$ cat src/rtl/nnp_pkg.sv
package nnp_pkg;
  typedef enum logic {
    BST_IDLE = 1'b0,
    BST_RUN  = 1'b1
  } burst_st_e;
endpackage

$ cat src/rtl/nnp_depth_reg.sv
module nnp_depth_reg #(
  parameter int N_MAX     = 8,
  parameter int NW        = 4,
  parameter int DEPTH_RST = 2
) (
  input  logic          clk_i,
  input  logic          rst_ni,
  input  logic          we_i,
  input  logic [NW-1:0] val_i,
  output logic [NW-1:0] depth_o
);
  localparam logic [NW-1:0] MaxVal = NW'(N_MAX);
  localparam logic [NW-1:0] RstVal = (DEPTH_RST > N_MAX) ? NW'(N_MAX) : NW'(DEPTH_RST);

  logic [NW-1:0] depth_q;

  always_ff @(posedge clk_i or negedge rst_ni) begin
    if (!rst_ni)    depth_q <= RstVal;
    else if (we_i)  depth_q <= (val_i > MaxVal) ? MaxVal : val_i;
  end

  assign depth_o = depth_q;

  assert_depth_clamped_R8: assert property (@(posedge clk_i) disable iff (!rst_ni)
    depth_o <= MaxVal);
endmodule

$ cat src/rtl/nnp_track.sv
module nnp_track #(
  parameter int ADDR_W  = 16,
  parameter int ENTRIES = 8
) (
  input  logic              clk_i,
  input  logic              rst_ni,
  input  logic [ADDR_W-1:0] q_addr_i,
  output logic              hit_o,
  output logic              full_o,
  input  logic              alloc_i,
  input  logic [ADDR_W-1:0] alloc_addr_i,
  input  logic              free_i,
  input  logic [ADDR_W-1:0] free_addr_i
);
  localparam int IdxW = (ENTRIES > 1) ? $clog2(ENTRIES) : 1;

  logic [ENTRIES-1:0] vld_q;
  logic [ADDR_W-1:0]  addr_q [ENTRIES];
  logic [ENTRIES-1:0] q_match;
  logic [ENTRIES-1:0] f_match;
  logic [IdxW-1:0]    slot;

  for (genvar g = 0; g < ENTRIES; g++) begin : g_ent
    assign q_match[g] = vld_q[g] && (addr_q[g] == q_addr_i);
    assign f_match[g] = vld_q[g] && (addr_q[g] == free_addr_i);

    always_ff @(posedge clk_i or negedge rst_ni) begin
      if (!rst_ni) begin
        vld_q[g]  <= 1'b0;
        addr_q[g] <= '0;
      end else if (alloc_i && (slot == IdxW'(g))) begin
        vld_q[g]  <= 1'b1;
        addr_q[g] <= alloc_addr_i;
      end else if (free_i && f_match[g]) begin
        vld_q[g]  <= 1'b0;
      end
    end
  end

  // lowest free entry
  always_comb begin
    slot = '0;
    for (int i = ENTRIES - 1; i >= 0; i--) begin
      if (!vld_q[i]) slot = IdxW'(i);
    end
  end

  assign hit_o  = |q_match;
  assign full_o = &vld_q;

  assert_single_copy_R3: assert property (@(posedge clk_i) disable iff (!rst_ni)
    $onehot0(q_match));
  assert_no_overflow_R6: assert property (@(posedge clk_i) disable iff (!rst_ni)
    alloc_i |-> !full_o);
  assert_free_clears_R7: assert property (@(posedge clk_i) disable iff (!rst_ni)
    (free_i && !alloc_i && (free_addr_i == q_addr_i) && hit_o) |=>
      ($countones(vld_q) == $countones($past(vld_q)) - 1));
endmodule

$ cat src/rtl/nnp_burst.sv
module nnp_burst #(
  parameter int ADDR_W = 16,
  parameter int NW     = 4
) (
  input  logic              clk_i,
  input  logic              rst_ni,
  input  logic              start_i,
  input  logic [ADDR_W-1:0] base_i,
  input  logic [NW-1:0]     n_i,
  input  logic              hit_i,
  input  logic              full_i,
  input  logic              rdy_i,
  output logic              busy_o,
  output logic [ADDR_W-1:0] cand_o,
  output logic              pf_valid_o
);
  import nnp_pkg::*;

  burst_st_e         st_q;
  logic [ADDR_W-1:0] base_q;
  logic [NW-1:0]     idx_q;
  logic [NW-1:0]     lim_q;
  logic              adv;

  assign busy_o     = (st_q == BST_RUN);
  assign cand_o     = base_q + ADDR_W'(idx_q);
  assign pf_valid_o = busy_o && !hit_i && !full_i;
  // merged and dropped candidates advance without a handshake
  assign adv        = busy_o && (hit_i || full_i || rdy_i);

  always_ff @(posedge clk_i or negedge rst_ni) begin
    if (!rst_ni) begin
      st_q   <= BST_IDLE;
      base_q <= '0;
      idx_q  <= '0;
      lim_q  <= '0;
    end else if (start_i && (n_i != '0)) begin
      st_q   <= BST_RUN;
      base_q <= base_i;
      idx_q  <= NW'(1);
      lim_q  <= n_i;
    end else if (adv) begin
      if (idx_q == lim_q) st_q  <= BST_IDLE;
      else                idx_q <= idx_q + NW'(1);
    end
  end

  assert_stall_hold_R5: assert property (@(posedge clk_i) disable iff (!rst_ni)
    (pf_valid_o && !rdy_i) |=> (pf_valid_o && $stable(cand_o)));
  assert_start_idle_R2: assert property (@(posedge clk_i) disable iff (!rst_ni)
    start_i |-> !busy_o);
  assert_ascending_R2: assert property (@(posedge clk_i) disable iff (!rst_ni)
    (busy_o && adv && (idx_q != lim_q)) |=> (cand_o == $past(cand_o) + ADDR_W'(1)));
endmodule

$ cat src/rtl/nnp_count.sv
module nnp_count #(
  parameter int CNT_W = 16
) (
  input  logic             clk_i,
  input  logic             rst_ni,
  input  logic             dem_inc_i,
  input  logic             tot_inc_i,
  output logic [CNT_W-1:0] dem_cnt_o,
  output logic [CNT_W-1:0] tot_cnt_o
);
  logic [CNT_W-1:0] dem_q, tot_q;

  always_ff @(posedge clk_i or negedge rst_ni) begin
    if (!rst_ni) begin
      dem_q <= '0;
      tot_q <= '0;
    end else begin
      if (dem_inc_i) dem_q <= dem_q + CNT_W'(1);
      if (tot_inc_i) tot_q <= tot_q + CNT_W'(1);
    end
  end

  assign dem_cnt_o = dem_q;
  assign tot_cnt_o = tot_q;

  assert_tot_step_R9: assert property (@(posedge clk_i) disable iff (!rst_ni)
    1'b1 |=> ((tot_cnt_o == $past(tot_cnt_o)) || (tot_cnt_o == $past(tot_cnt_o) + CNT_W'(1))));
  assert_dem_step_R9: assert property (@(posedge clk_i) disable iff (!rst_ni)
    1'b1 |=> ((dem_cnt_o == $past(dem_cnt_o)) || (dem_cnt_o == $past(dem_cnt_o) + CNT_W'(1))));
endmodule

$ cat src/rtl/nextn_prefetcher.sv
module nextn_prefetcher #(
  parameter int ADDR_W    = 16,
  parameter int N_MAX     = 8,
  parameter int ENTRIES   = 8,
  parameter int CNT_W     = 16,
  parameter int DEPTH_RST = 2,
  localparam int NW       = $clog2(N_MAX + 1)
) (
  input  logic              clk_i,
  input  logic              rst_ni,
  input  logic              cfg_we_i,
  input  logic [NW-1:0]     cfg_depth_i,
  input  logic              dem_valid_i,
  input  logic [ADDR_W-1:0] dem_addr_i,
  output logic              dem_ready_o,
  input  logic              cmp_valid_i,
  input  logic [ADDR_W-1:0] cmp_addr_i,
  output logic              pf_valid_o,
  output logic [ADDR_W-1:0] pf_addr_o,
  input  logic              pf_ready_i,
  output logic [CNT_W-1:0]  dem_cnt_o,
  output logic [CNT_W-1:0]  tot_cnt_o
);
  logic [NW-1:0]     depth;
  logic              busy, hit, full;
  logic [ADDR_W-1:0] cand, q_addr;
  logic              dem_acc, pf_fire, alloc, tot_inc;

  assign dem_ready_o = !busy;
  assign dem_acc     = dem_valid_i && !busy;
  // one lookup port: demands only when idle, candidates only when busy
  assign q_addr      = busy ? cand : dem_addr_i;
  assign pf_fire     = pf_valid_o && pf_ready_i;
  assign alloc       = (dem_acc && !hit && !full) || pf_fire;
  assign tot_inc     = (dem_acc && !hit) || pf_fire;
  assign pf_addr_o   = cand;

  nnp_depth_reg #(.N_MAX(N_MAX), .NW(NW), .DEPTH_RST(DEPTH_RST)) u_depth (
    .clk_i   (clk_i),
    .rst_ni  (rst_ni),
    .we_i    (cfg_we_i),
    .val_i   (cfg_depth_i),
    .depth_o (depth)
  );

  nnp_track #(.ADDR_W(ADDR_W), .ENTRIES(ENTRIES)) u_track (
    .clk_i        (clk_i),
    .rst_ni       (rst_ni),
    .q_addr_i     (q_addr),
    .hit_o        (hit),
    .full_o       (full),
    .alloc_i      (alloc),
    .alloc_addr_i (q_addr),
    .free_i       (cmp_valid_i),
    .free_addr_i  (cmp_addr_i)
  );

  nnp_burst #(.ADDR_W(ADDR_W), .NW(NW)) u_burst (
    .clk_i      (clk_i),
    .rst_ni     (rst_ni),
    .start_i    (dem_acc),
    .base_i     (dem_addr_i),
    .n_i        (depth),
    .hit_i      (hit),
    .full_i     (full),
    .rdy_i      (pf_ready_i),
    .busy_o     (busy),
    .cand_o     (cand),
    .pf_valid_o (pf_valid_o)
  );

  nnp_count #(.CNT_W(CNT_W)) u_count (
    .clk_i     (clk_i),
    .rst_ni    (rst_ni),
    .dem_inc_i (dem_acc),
    .tot_inc_i (tot_inc),
    .dem_cnt_o (dem_cnt_o),
    .tot_cnt_o (tot_cnt_o)
  );

  assert_no_dup_issue_R3: assert property (@(posedge clk_i) disable iff (!rst_ni)
    pf_valid_o |-> (!hit && !dem_ready_o));
  assert_merge_no_alloc_R4: assert property (@(posedge clk_i) disable iff (!rst_ni)
    alloc |-> !hit);
  assert_fire_counts_R5: assert property (@(posedge clk_i) disable iff (!rst_ni)
    pf_fire |=> (tot_cnt_o != $past(tot_cnt_o)));
endmodule

$ cat config.mk
export PLATFORM = sky130hd
export DESIGN_NAME = nextn_prefetcher
export DESIGN_NICKNAME = d
export VERILOG_FILES = /design/src/rtl/nnp_pkg.sv /design/src/rtl/nnp_depth_reg.sv /design/src/rtl/nnp_track.sv /design/src/rtl/nnp_burst.sv /design/src/rtl/nnp_count.sv /design/src/rtl/nextn_prefetcher.sv
export SDC_FILE = /design/constraint.sdc
export NUM_CORES = 1
export LEC_CHECK = 0
export CAP_MARGIN = 15
export CORE_ASPECT_RATIO = 1.75
export CORE_MARGIN = 2
export CORE_UTILIZATION = 35
export CTS_CLUSTER_SIZE = 24
export DETAILED_ROUTE_END_ITERATION = 8
export DONT_BUFFER_PORTS = 1
export PLACE_DENSITY = 0.53
export SLEW_MARGIN = 10
export SYNTH_ARGS = -nofsm -noshare
export SYNTH_HDL_FRONTEND = slang
export SYNTH_SLANG_ARGS = --single-unit
$ cat constraint.sdc
create_clock -name clk_i -period 4.5 [get_ports clk_i]
set_input_delay 1.125 -clock clk_i [delete_from_list [all_inputs] [get_ports clk_i]]
set_output_delay 1.125 -clock clk_i [all_outputs]
set_load 0.01 [all_outputs]
==> results.toml, run 1 <==
[cts]
cts_tree = "yes"
cts_htree_levels = 4
cts_sinks = 197
clk_transition_reported_paths_ns = 0.08
cts_buffers = 17
root_cell_of_the_clock_tree = "clkbuf_16"
ctsLongestPathBuffers = 2
clock_latency_ns = 0.47

[yosys]
dominantRegCellSynth = "dfrtp_1"
synth.ff_latch_count = 197
synth_cells = 1392
synth_cell_types = 103
synth_sequential_area_ratio = 0.357
synthesis.area_per_instance_um2 = 9.92
synth_fp_nets = 1442
yosys_warnings = 0
asyncSetResetFlopFracSynth = 1.00
synth_enable_flop_cells = 0
synth_area_um2 = 13800

[cells_and_area]
num_antenna_cells = 0
finish.instance_area_um2 = 17200
drive_above_1_share = 0.312
fin_util = 0.441
layout.nets = 1641
area_delta_synth_final_pct = 24.8

[placed_design]
port_buffers = 0
placedInstanceArea_um2 = 16100
detailedPlacementHpwl_um = 53300
routabilityCongestion = 1.03

[power]
irDropWorstVdd_uv = 373
p_clk_frac = 0.111
power_leakage_nw = 7.58
switching_share = 0.488
internal_power_mw = 7.47
power.density_nw_per_um2 = 846
switchingPower_mw = 7.11
share_seq_of_total_power = 0.236
combPwrFrac = 0.653

[timing]
report.final.slew_viol_count = 0
worst_clock_skew_ns = 0.0119
tightestPinTransition_ns = 1.11
layout_min_cycle_time_ns = 5.12
maxClockFrequency_ghz = 0.195
maxSlewHeadroom = 0.254
report.final.hold_viol_count = 0
rsz0062_at_grt = "true"
final-setup-viol-count = 1
post-route-worst-setup-slack_ns = -0.618
period_share = 1.14

[critical_path]
timing.reg2reg.setup_slack_ns = 0.08
worst_setup_path_start_kind = "register"
critPathRequiredTime_ns = 3.38
critical_path.endpoint_type = "output pin"
crit_type = "register to output pin"
worst-endpoint-arrival_ns = 3.99
critical_path.max_fanout = 4

[floorplan]
die_height_um = 267
initial_utilization = 0.354
dieWidth_um = 154
core_area_um2 = 39000
io_pins = 92
placement_rows = 96
floorplan.die_area_um2 = 41100

[detailed_routing]
drt_pass1_iterations = 5
via_per_inst = 5.75
detail_route.drc_violations = 0
num_vias = 12000
first_iter_violations = 853
route.final.wire_length_um = 66900
wire_per_inst_um = 31.9
residual_antenna_violating_net_count_after_detailed_routing = 0

[grt]
grt_overflow_total = 0
grt_usage = 0.327
initial_antenna_violation_count = 1
first_pass_grt_wire_length_um = 93300
via_count_of_the_first_global_routing_pass = 12600
grt_start_max_net_pins = 198

[run_status]
failed_checks = "negative setup slack"
outcome = "complete, but fails checks"

[flow_run]
cap_viol_max_count = 0

[worst_hold_path]
worstHoldPathType = "input pin to asynchronous set/reset pin"
==> state kept, by name, summed over array words and instances, names as in the netlist <==
register,cells
u_track.addr_q,128
u_burst.lim_q,4
u_depth.depth_o,4
u_count.tot_cnt_o,16
u_count.dem_cnt_o,16
u_burst.idx_q,4
u_track.vld_q,8
u_burst.base_q,16
u_burst.busy_o,1
==> Yosys cell counts (6+ instances only) <==
library cell | instances | share of area
nor4_1 | 37 | 0.017
o22ai_1 | 7 | 0.0032
nand3_1 | 41 | 0.015
and3_1 | 18 | 0.0082
buf_4 | 6 | 0.0033
nor2_1 | 51 | 0.014
xor2_1 | 145 | 0.092
a21oi_1 | 27 | 0.0098
mux2_4 | 15 | 0.016
buf_2 | 24 | 0.0087
a2111oi_0 | 8 | 0.0051
buf_6 | 10 | 0.0082
nand2b_1 | 6 | 0.0027
mux2i_1 | 20 | 0.015
a31oi_1 | 10 | 0.0045
a32oi_1 | 6 | 0.0038
nor2b_1 | 7 | 0.0032
dfrtp_1 | 196 | 0.36
clkbuf_1 | 46 | 0.013
inv_1 | 37 | 0.010
nand3b_1 | 6 | 0.0033
ha_1 | 7 | 0.0063
buf_1 | 10 | 0.0027
o2111ai_1 | 10 | 0.0063
nand2_1 | 106 | 0.029
mux2_1 | 21 | 0.017
xnor2_1 | 166 | 0.11
nor3_1 | 28 | 0.010
nand4_1 | 42 | 0.019
mux2_2 | 94 | 0.077
o21ai_0 | 49 | 0.018
==> worst max-delay path: stages (launching register included) <==
cell and delay, ns:
dfrtp_1 0.45, inv_1 0.11, fa_2 0.47, nor2b_4 0.22, buf_4 0.15, o2111a_2 0.23
nor3_4 0.07, buf_4 0.16, buf_4 0.13, xnor2_1 0.17, a311oi_1 0.27, o2111ai_1 0.17
or4_4 0.45, nand4_4 0.17, nor2_2 0.09, and3_4 0.20
==> worst paths after layout <==
check                                  startpoint             endpoint  cells past startpoint
worst min register to register  u_burst.base_q[0]    u_burst.base_q[0]                      2
max in group asynchronous                  rst_ni  u_track.addr_q[109]                      0
min in group clk_i              u_burst.base_q[0]    u_burst.base_q[0]                      2
worst min-delay path                       rst_ni   u_track.addr_q[96]                      0
worst max register to register   u_burst.idx_q[1]    u_track.addr_q[8]                     19
worst max-delay path             u_burst.idx_q[1]           pf_valid_o                     15
==> cells in the final DEF (no fill, tap or decap), drive strengths merged, types with 8 or more instances in the layout <==
master / Yosys / final
a2111oi: 9 / 9
a21oi: 29 / 29
a31oi: 12 / 12
and3: 18 / 18
buf: 50 / 276
clkbuf: 46 / 18
clkinv: 1 / 8
dfrtp: 196 / 196
inv: 38 / 44
mux2: 130 / 130
mux2i: 21 / 21
nand2: 108 / 108
nand3: 44 / 44
nand4: 47 / 47
nor2: 52 / 52
nor2b: 8 / 8
nor3: 31 / 31
nor4: 37 / 37
o2111ai: 11 / 11
o21ai: 52 / 52
xnor2: 166 / 166
xor2: 145 / 145
==> cell type report <==
type                    instances  area, um^2
fillers                      3792       21800
clock buffers                  18         429
inverters                      39         146
multi-input cells            1060        8600
well taps                     490         613
repair buffers                276        2340
clock inverters                14         166
flip-flops and latches        197        4930
==> per-stage QoR <==
stage	cells	hold slack (ns)	setup slack, ns	TNS, ns	total power [mW]
floorplan	1392	0.450	0.0112	0	7.81
detailed placement	2043	0.472	-0.623	-30.77	12.2
global placement	2043	0.464	-0.643	-34.08	12.2
global route	2094	0.326	-0.701	-0.760	15.1
finish	2094	0.337	-0.618	-0.618	14.6
CTS	2082	0.325	-0.595	-0.595	14.1
==> timing repair <==
item	CTS	global route
cloned	1	0
resized for setup	33	39
hold buffers	0	0
pin swaps	10	26
endpoints found under the setup margin	138	130
hold endpoints to repair	0	0
setup buffers	6	13
==> power by group through the flow <==
stage | clock (mW) | sequential, mW | combinational, mW
finish | 1.62 | 3.45 | 9.52
global route | 1.70 | 3.49 | 9.95
CTS | 1.65 | 3.40 | 9.06
detailed placement | 0 | 3.42 | 8.77
global placement | 0 | 3.41 | 8.78
floorplan | 0 | 2.97 | 4.84
==> metal layers <==
metal,global-route usage,part of all wire
met2,0.570,0.50
met3,0.0482,0.049
met4,0.309,0.11
met1,0.333,0.34
met5,0,0
==> kinds of logic after synthesis <==
| logic type | Yosys count | synth area share |
|---|---|---|
| xor+xnor | 312 | 0.199 |
| mux | 151 | 0.126 |
| flops | 197 | 0.357 |
| buf+inv | 135 | 0.0460 |
| simple gates | 388 | 0.156 |
| compound gates | 201 | 0.108 |
| fa+ha+maj | 8 | 0.00779 |
Power figures use the tool's default switching activity.
==> run 2, diff against run 1 <==
--- a/config.mk
+++ b/config.mk
@@ -9,6 +9,7 @@
 export CORE_ASPECT_RATIO = 1.75
 export CORE_MARGIN = 2
 export CORE_UTILIZATION = 35
+export CTS_BUF_LIST = sky130_fd_sc_hd__clkbuf_8
 export CTS_CLUSTER_SIZE = 24
 export DETAILED_ROUTE_END_ITERATION = 8
 export DONT_BUFFER_PORTS = 1
==> results.toml, run 2 (synthesis results as in run 1) <==
[detailed_routing]
wire_per_inst_um = 33.0
first_iter_violations = 909
num_vias = 12400
detail_route.drc_violations = 0
residual_antenna_violating_net_count_after_detailed_routing = 0
via_per_inst = 5.85
drt_pass1_iterations = 8
route.final.wire_length_um = 70000

[critical_path]
critPathRequiredTime_ns = 3.38
rr_startpoint = "u_burst.idx_q[1]"
crit_start = "u_burst.idx_q[1]"
timing.reg2reg.setup_slack_ns = -0.13
critical_path.max_fanout = 5
reg2reg_depth = 19
worst_setup_path_start_kind = "register"
worstReg2RegEnd = "u_track.addr_q[15]"
crit_type = "register to output pin"
worst-endpoint-arrival_ns = 4.08
timing.critical_path.to = "pf_valid_o"
critical_path.endpoint_type = "output pin"

[floorplan]
dieWidth_um = 154
io_pins = 92
initial_utilization = 0.354
placement_rows = 96
die_height_um = 267
floorplan.die_area_um2 = 41100
core_area_um2 = 39000

[cts]
clk_transition_reported_paths_ns = 0.12
cts_buffers = 17
ctsLongestPathBuffers = 2
cts_sinks = 197
root_cell_of_the_clock_tree = "clkbuf_8"
cts_htree_levels = 4
cts_tree = "yes"
clock_latency_ns = 0.55

[power]
p_clk_frac = 0.086
internal_power_mw = 7.19
power.density_nw_per_um2 = 824
share_seq_of_total_power = 0.239
irDropWorstVdd_uv = 293
switchingPower_mw = 7.24
combPwrFrac = 0.675
power_leakage_nw = 7.77
power.total_mw = 14.4
switching_share = 0.502

[worst_hold_path]
worstHoldPathType = "input pin to asynchronous set/reset pin"

[run_status]
failed_checks = "negative setup slack"
outcome = "complete, but fails checks"

[grt]
initial_antenna_violation_count = 1
first_pass_grt_wire_length_um = 96100
via_count_of_the_first_global_routing_pass = 12800
grt_usage = 0.338
grt_overflow_total = 0
grt_start_max_net_pins = 198

[cells_and_area]
final.fill_count = 3727
most-common-layout-cells = "buf_4, dfrtp_1, xnor2_1, xor2_1, nand2_1"
largest_register_ff_count = 128
layout.cells.most_common = "buf_4"
registers.top_by_ff_count = "u_track.addr_q"
layout.nets = 1665
area_delta_synth_final_pct = 26.9
drive_above_1_share = 0.327
finish.instance_area_um2 = 17500

[placed_design]
port_buffers = 0
placedInstanceArea_um2 = 16100
routabilityCongestion = 1.03
detailedPlacementHpwl_um = 53300

[flow_run]
cap_viol_max_count = 0

[timing]
finalHoldWorstSlack_ns = 0.253
period_share = 1.16
post-route-worst-setup-slack_ns = -0.707
worst_clock_skew_ns = 0.0213
timing.setup.tns_ns = -6.59
layout_min_cycle_time_ns = 5.21
maxSlewHeadroom = 0.138
report.final.hold_viol_count = 0
report.final.slew_viol_count = 0
tightestPinTransition_ns = 1.29
final-setup-viol-count = 113
rsz0062_at_grt = "true"
maxClockFrequency_ghz = 0.192
-- run 2: cell count changes in the layout (fill, tap and decap cells not counted), sizes merged --
| cell | before | now |
|---|---|---|
| nand2 | 108 | 110 |
| nand3 | 44 | 45 |
| inv | 44 | 45 |
| diode | 0 | 1 |
| buf | 276 | 296 |
-- run 2: worst min-delay path by stage --
| stage | to | cells past startpoint |
|---|---|---|
| global placement | u_burst.base_q[2] | 2 |
| finish | u_track.addr_q[96] | 0 |
| floorplan | u_burst.base_q[0] | 2 |
| detailed placement | u_burst.base_q[3] | 2 |
| global route | u_track.addr_q[96] | 0 |
| CTS | u_track.addr_q[96] | 0 |
-- run 2: power by group through the flow --
stage	Combinational (mW)	Sequential, mW	Clock, mW
2_1_floorplan	4.84	2.97	0
3_3_place_gp	8.78	3.41	0
3_5_place_dp	8.77	3.42	0
4_1_cts	9.29	3.40	1.28
5_1_grt	10.1	3.49	1.33
6_report	9.74	3.45	1.25
-- run 2: critical path: stages (launching register included) --
cell and delay, ns:
dfrtp_1 0.47, inv_1 0.11, fa_2 0.46, nor2b_4 0.23, nor3_2 0.11, nor3_4 0.37, xnor2_2 0.17, a2111oi_2 0.35
o2111ai_1 0.15, or4_4 0.47, o311ai_4 0.33, nor2_2 0.12, and3_4 0.20
-- run 2: timing repair --
| action | in CTS | in global routing |
|---|---|---|
| setup endpoints to repair | 138 | 135 |
| pin swaps | 14 | 6 |
| gates resized for setup | 83 | 31 |
| hold buffers | 0 | 0 |
| gates cloned | 6 | 2 |
| setup buffers | 25 | 11 |
-- run 2: cell type report --
| cell class | instances | area (um^2) | area share |
|---|---|---|---|
| Antenna cell | 1 | 2.50 | 0.000143 |
| Clock inverter | 15 | 170 | 0.00971 |
| Multi-Input combinational cell | 1063 | 8750 | 0.499 |
| Timing Repair Buffer | 297 | 2670 | 0.153 |
| Tap cell | 490 | 613 | 0.0350 |
| Sequential cell | 197 | 4930 | 0.282 |
| Inverter | 39 | 146 | 0.00836 |
| Clock buffer | 17 | 234 | 0.0134 |
-- run 2: metrics by stage --
step / worst slack, ns / cells / utilization
after CTS: -0.686 / 2105 / 0.441
final: -0.707 / 2119 / 0.449
after global placement: -0.643 / 2043 / 0.412
after floorplan: 0.0112 / 1392 / -
after detailed placement: -0.623 / 2043 / 0.412
after global routing: -0.795 / 2119 / 0.449
-- run 2: layer usage --
layer,share of wire,track usage,routed length [um],vias to the layer above
li1,-,-,-,5385
met5,0,0,0,-
met1,0.33,0.339,23000,6197
met2,0.50,0.585,34700,566
met4,0.12,0.323,8250,0
met3,0.057,0.0589,4020,244
==> run 3, diff against run 2 <==
--- a/config.mk
+++ b/config.mk
@@ -5,7 +5,7 @@
 export SDC_FILE = /design/constraint.sdc
 export NUM_CORES = 1
 export LEC_CHECK = 0
-export CAP_MARGIN = 15
+export CAP_MARGIN = 5
 export CORE_ASPECT_RATIO = 1.75
 export CORE_MARGIN = 2
 export CORE_UTILIZATION = 35
@@ -13,8 +13,9 @@
 export CTS_CLUSTER_SIZE = 24
 export DETAILED_ROUTE_END_ITERATION = 8
 export DONT_BUFFER_PORTS = 1
-export PLACE_DENSITY = 0.53
+export PLACE_DENSITY = 0.55
 export SLEW_MARGIN = 10
 export SYNTH_ARGS = -nofsm -noshare
 export SYNTH_HDL_FRONTEND = slang
+export SYNTH_HIERARCHICAL = 1
 export SYNTH_SLANG_ARGS = --single-unit
==> results.toml, run 3 <==
[critical_path]
crit_type = "register to output pin"
worst_setup_path_start_kind = "register"
critical_path.max_fanout = 6
worst-endpoint-arrival_ns = 3.94
critPathRequiredTime_ns = 3.38
critical_path.endpoint_type = "output pin"

[timing]
report.final.hold_viol_count = 0
period_share = 1.13
layout_min_cycle_time_ns = 5.07
worst_clock_skew_ns = 0.0169
rsz0062_at_grt = "true"
maxClockFrequency_ghz = 0.197
maxSlewHeadroom = 0.502
timing.setup.tns_ns = -14.22
tightestPinTransition_ns = 0.740
report.final.slew_viol_count = 0
final-setup-viol-count = 113
post-route-worst-setup-slack_ns = -0.566

[detailed_routing]
num_vias = 7866
detail_route.drc_violations = 0
route.final.wire_length_um = 34800
wire_per_inst_um = 23.2
via_per_inst = 5.24
residual_antenna_violating_net_count_after_detailed_routing = 0
first_iter_violations = 440
drt_pass1_iterations = 4

[yosys]
synth_sequential_area_ratio = 0.432
synth-compound-area-share = 0.0262
synth_top_family_by_area = "XOR/XNOR gates"
post_synth_most_frequent_cells = "xnor2_1, dfrtp_1, mux2_2"
synthesis.area_per_instance_um2 = 11.8
synth.top_cells.by_area = "dfrtp_1, xnor2_1, mux2_2, xor2_1, nand4_1"
synth.most_common_cell = "xnor2_1"
synth_fp_nets = 1021
yosys_warnings = 6
synth_area_um2 = 11400
synth.area.mux_share = 0.165
synth_cell_types = 58
asyncSetResetFlopFracSynth = 1.00
synth.ff_latch_count = 197
synth_adder_area_share = 0.00943
synthDominantCellAreaShare = 0.430
yosys.area_share.xor_xnor = 0.234
synth_cells = 971
post-synth-top-area-cell = "dfrtp_1"
synthSimpleGateAreaFrac = 0.109
dominantRegCellSynth = "dfrtp_1"
synth_enable_flop_cells = 0

[power]
power.density_nw_per_um2 = 869
power.total_mw = 12.0
power_leakage_nw = 5.74
irDropWorstVdd_uv = 380

[floorplan]
floorplan.die_area_um2 = 34100
placement_rows = 87
core_area_um2 = 32200
die_height_um = 243
initial_utilization = 0.354
io_pins = 92
dieWidth_um = 141

[placed_design]
placedInstanceArea_um2 = 12700
routabilityCongestion = 0.834
port_buffers = 0
detailedPlacementHpwl_um = 24200

[cts]
clock_latency_ns = 0.52
clk_transition_reported_paths_ns = 0.11
root_cell_of_the_clock_tree = "clkbuf_8"
cts_buffers = 17
ctsLongestPathBuffers = 2
cts_htree_levels = 4
cts_tree = "yes"
cts_sinks = 197

[cells_and_area]
area_delta_synth_final_pct = 21.3
layout.cells.most_common = "xnor2_1"
registers.top_by_ff_count = "u_track/addr_q"
most-common-layout-cells = "xnor2_1, dfrtp_1, mux2_2, buf_4, xor2_1"
finish.instance_area_um2 = 13800
drive_above_1_share = 0.364
largest_register_ff_count = 128
final.fill_count = 3051
layout.nets = 1137

[grt]
grt_start_max_net_pins = 198
via_count_of_the_first_global_routing_pass = 8381
initial_antenna_violation_count = 1
grt_overflow_total = 0
grt_usage = 0.205
first_pass_grt_wire_length_um = 51800

[worst_hold_path]
worstHoldPathType = "input pin to asynchronous set/reset pin"

[flow_run]
cap_viol_max_count = 0

[run_status]
failed_checks = "negative setup slack"
outcome = "complete, but fails checks"
==> run 3: cell count changes in the layout (fill, tap and decap cells not counted), sizes merged, moves of 35 or more <==
cell	change
xnor2	+45
o21ai	-40
nor2	-41
nand2	-68
mux2	+35
buf	-156
xor2	-51
==> run 3: area by class of cell <==
type | count | area, um^2 | area share
Antenna cell | 1 | 2.50 | 0.000181
Clock buffer | 17 | 234 | 0.0169
Clock inverter | 15 | 161 | 0.0117
Inverter | 7 | 26.3 | 0.00190
Multi-Input combinational cell | 723 | 6630 | 0.479
Sequential cell | 197 | 4930 | 0.356
Tap cell | 400 | 500 | 0.0361
Timing Repair Buffer | 141 | 1360 | 0.0982
==> run 3: per-layer routing <==
| layer | global-route usage | vias to the layer above | wire length [um] |
|---|---|---|---|
| met5 | 0 | - | 0 |
| met4 | 0.0900 | 0 | 1530 |
| met3 | 0.0381 | 62 | 1790 |
| met2 | 0.386 | 174 | 18900 |
| met1 | 0.221 | 4027 | 12600 |
| li1 | - | 3603 | - |
==> run 3: path summary, 6_finish.rpt <==
check | slack, ns | start | cells past startpoint | to
worst min register to register | 0.51 | u_burst/lim_q[0] | 2 | u_burst/lim_q[0]
worst max-delay path | -0.57 | u_burst/idx_q[0] | 17 | pf_valid_o
min in group clk_i | 0.51 | u_burst/lim_q[0] | 2 | u_burst/lim_q[0]
worst min-delay path | 0.29 | rst_ni | 0 | u_depth/depth_o[2]
max in group asynchronous | 3.82 | rst_ni | 0 | u_track/addr_q[33]
worst max register to register | -0.21 | u_burst/base_q[1] | 26 | u_track/addr_q[32]
==> run 3: through the flow <==
stage / std cells / setup slack (ns) / utilization / hold slack (ns)
detailed placement: 1434 / -0.528 / 0.394 / 0.485
global route: 1501 / -0.738 / 0.430 / 0.251
floorplan: 971 / 0.0206 / - / 0.465
finish: 1501 / -0.566 / 0.430 / 0.287
global placement: 1434 / -0.539 / 0.394 / 0.483
CTS: 1483 / -0.574 / 0.417 / 0.246
==> run 3: worst max-delay path: stages, from the launching register on <==
cell and delay [ns]:
dfrtp_1 0.43, ha_4 0.20, fa_2 0.42, nand3_4 0.09
a21boi_4 0.07, nand2_2 0.08, xnor2_2 0.08, mux2_4 0.35
buf_12 0.16, xor2_1 0.14, nor4_2 0.28, nand4_1 0.23
nor3_4 0.34, a31oi_4 0.08, nand4_1 0.13, buf_4 0.13
nor3b_4 0.04, buf_6 0.16
==> run 3: timing repair <==
action                                  4_1_cts  5_1_grt
gates resized for setup                      32       37
hold buffers                                  0        0
endpoints found under the setup margin      157      142
gates cloned                                  1        2
pin swaps                                    18       31
buffers inserted                             16       16
==> run 3: cells by family after synthesis <==
group,after synthesis
muxes,164
and+or+nand+nor,208
AOI/OAI and AO/OA,36
DFF,197
buffers and inverters,53
xor gates and xnor gates,305
adders and majority gates,8
==> run 3: power by group <==
group | switching, mW | internal (mW) | leakage [nW]
logic | 3.45 | 3.96 | 3.12
registers | 0.904 | 2.52 | 2.42
clock network | 0.733 | 0.463 | 0.197
total | 5.09 | 6.95 | 5.74
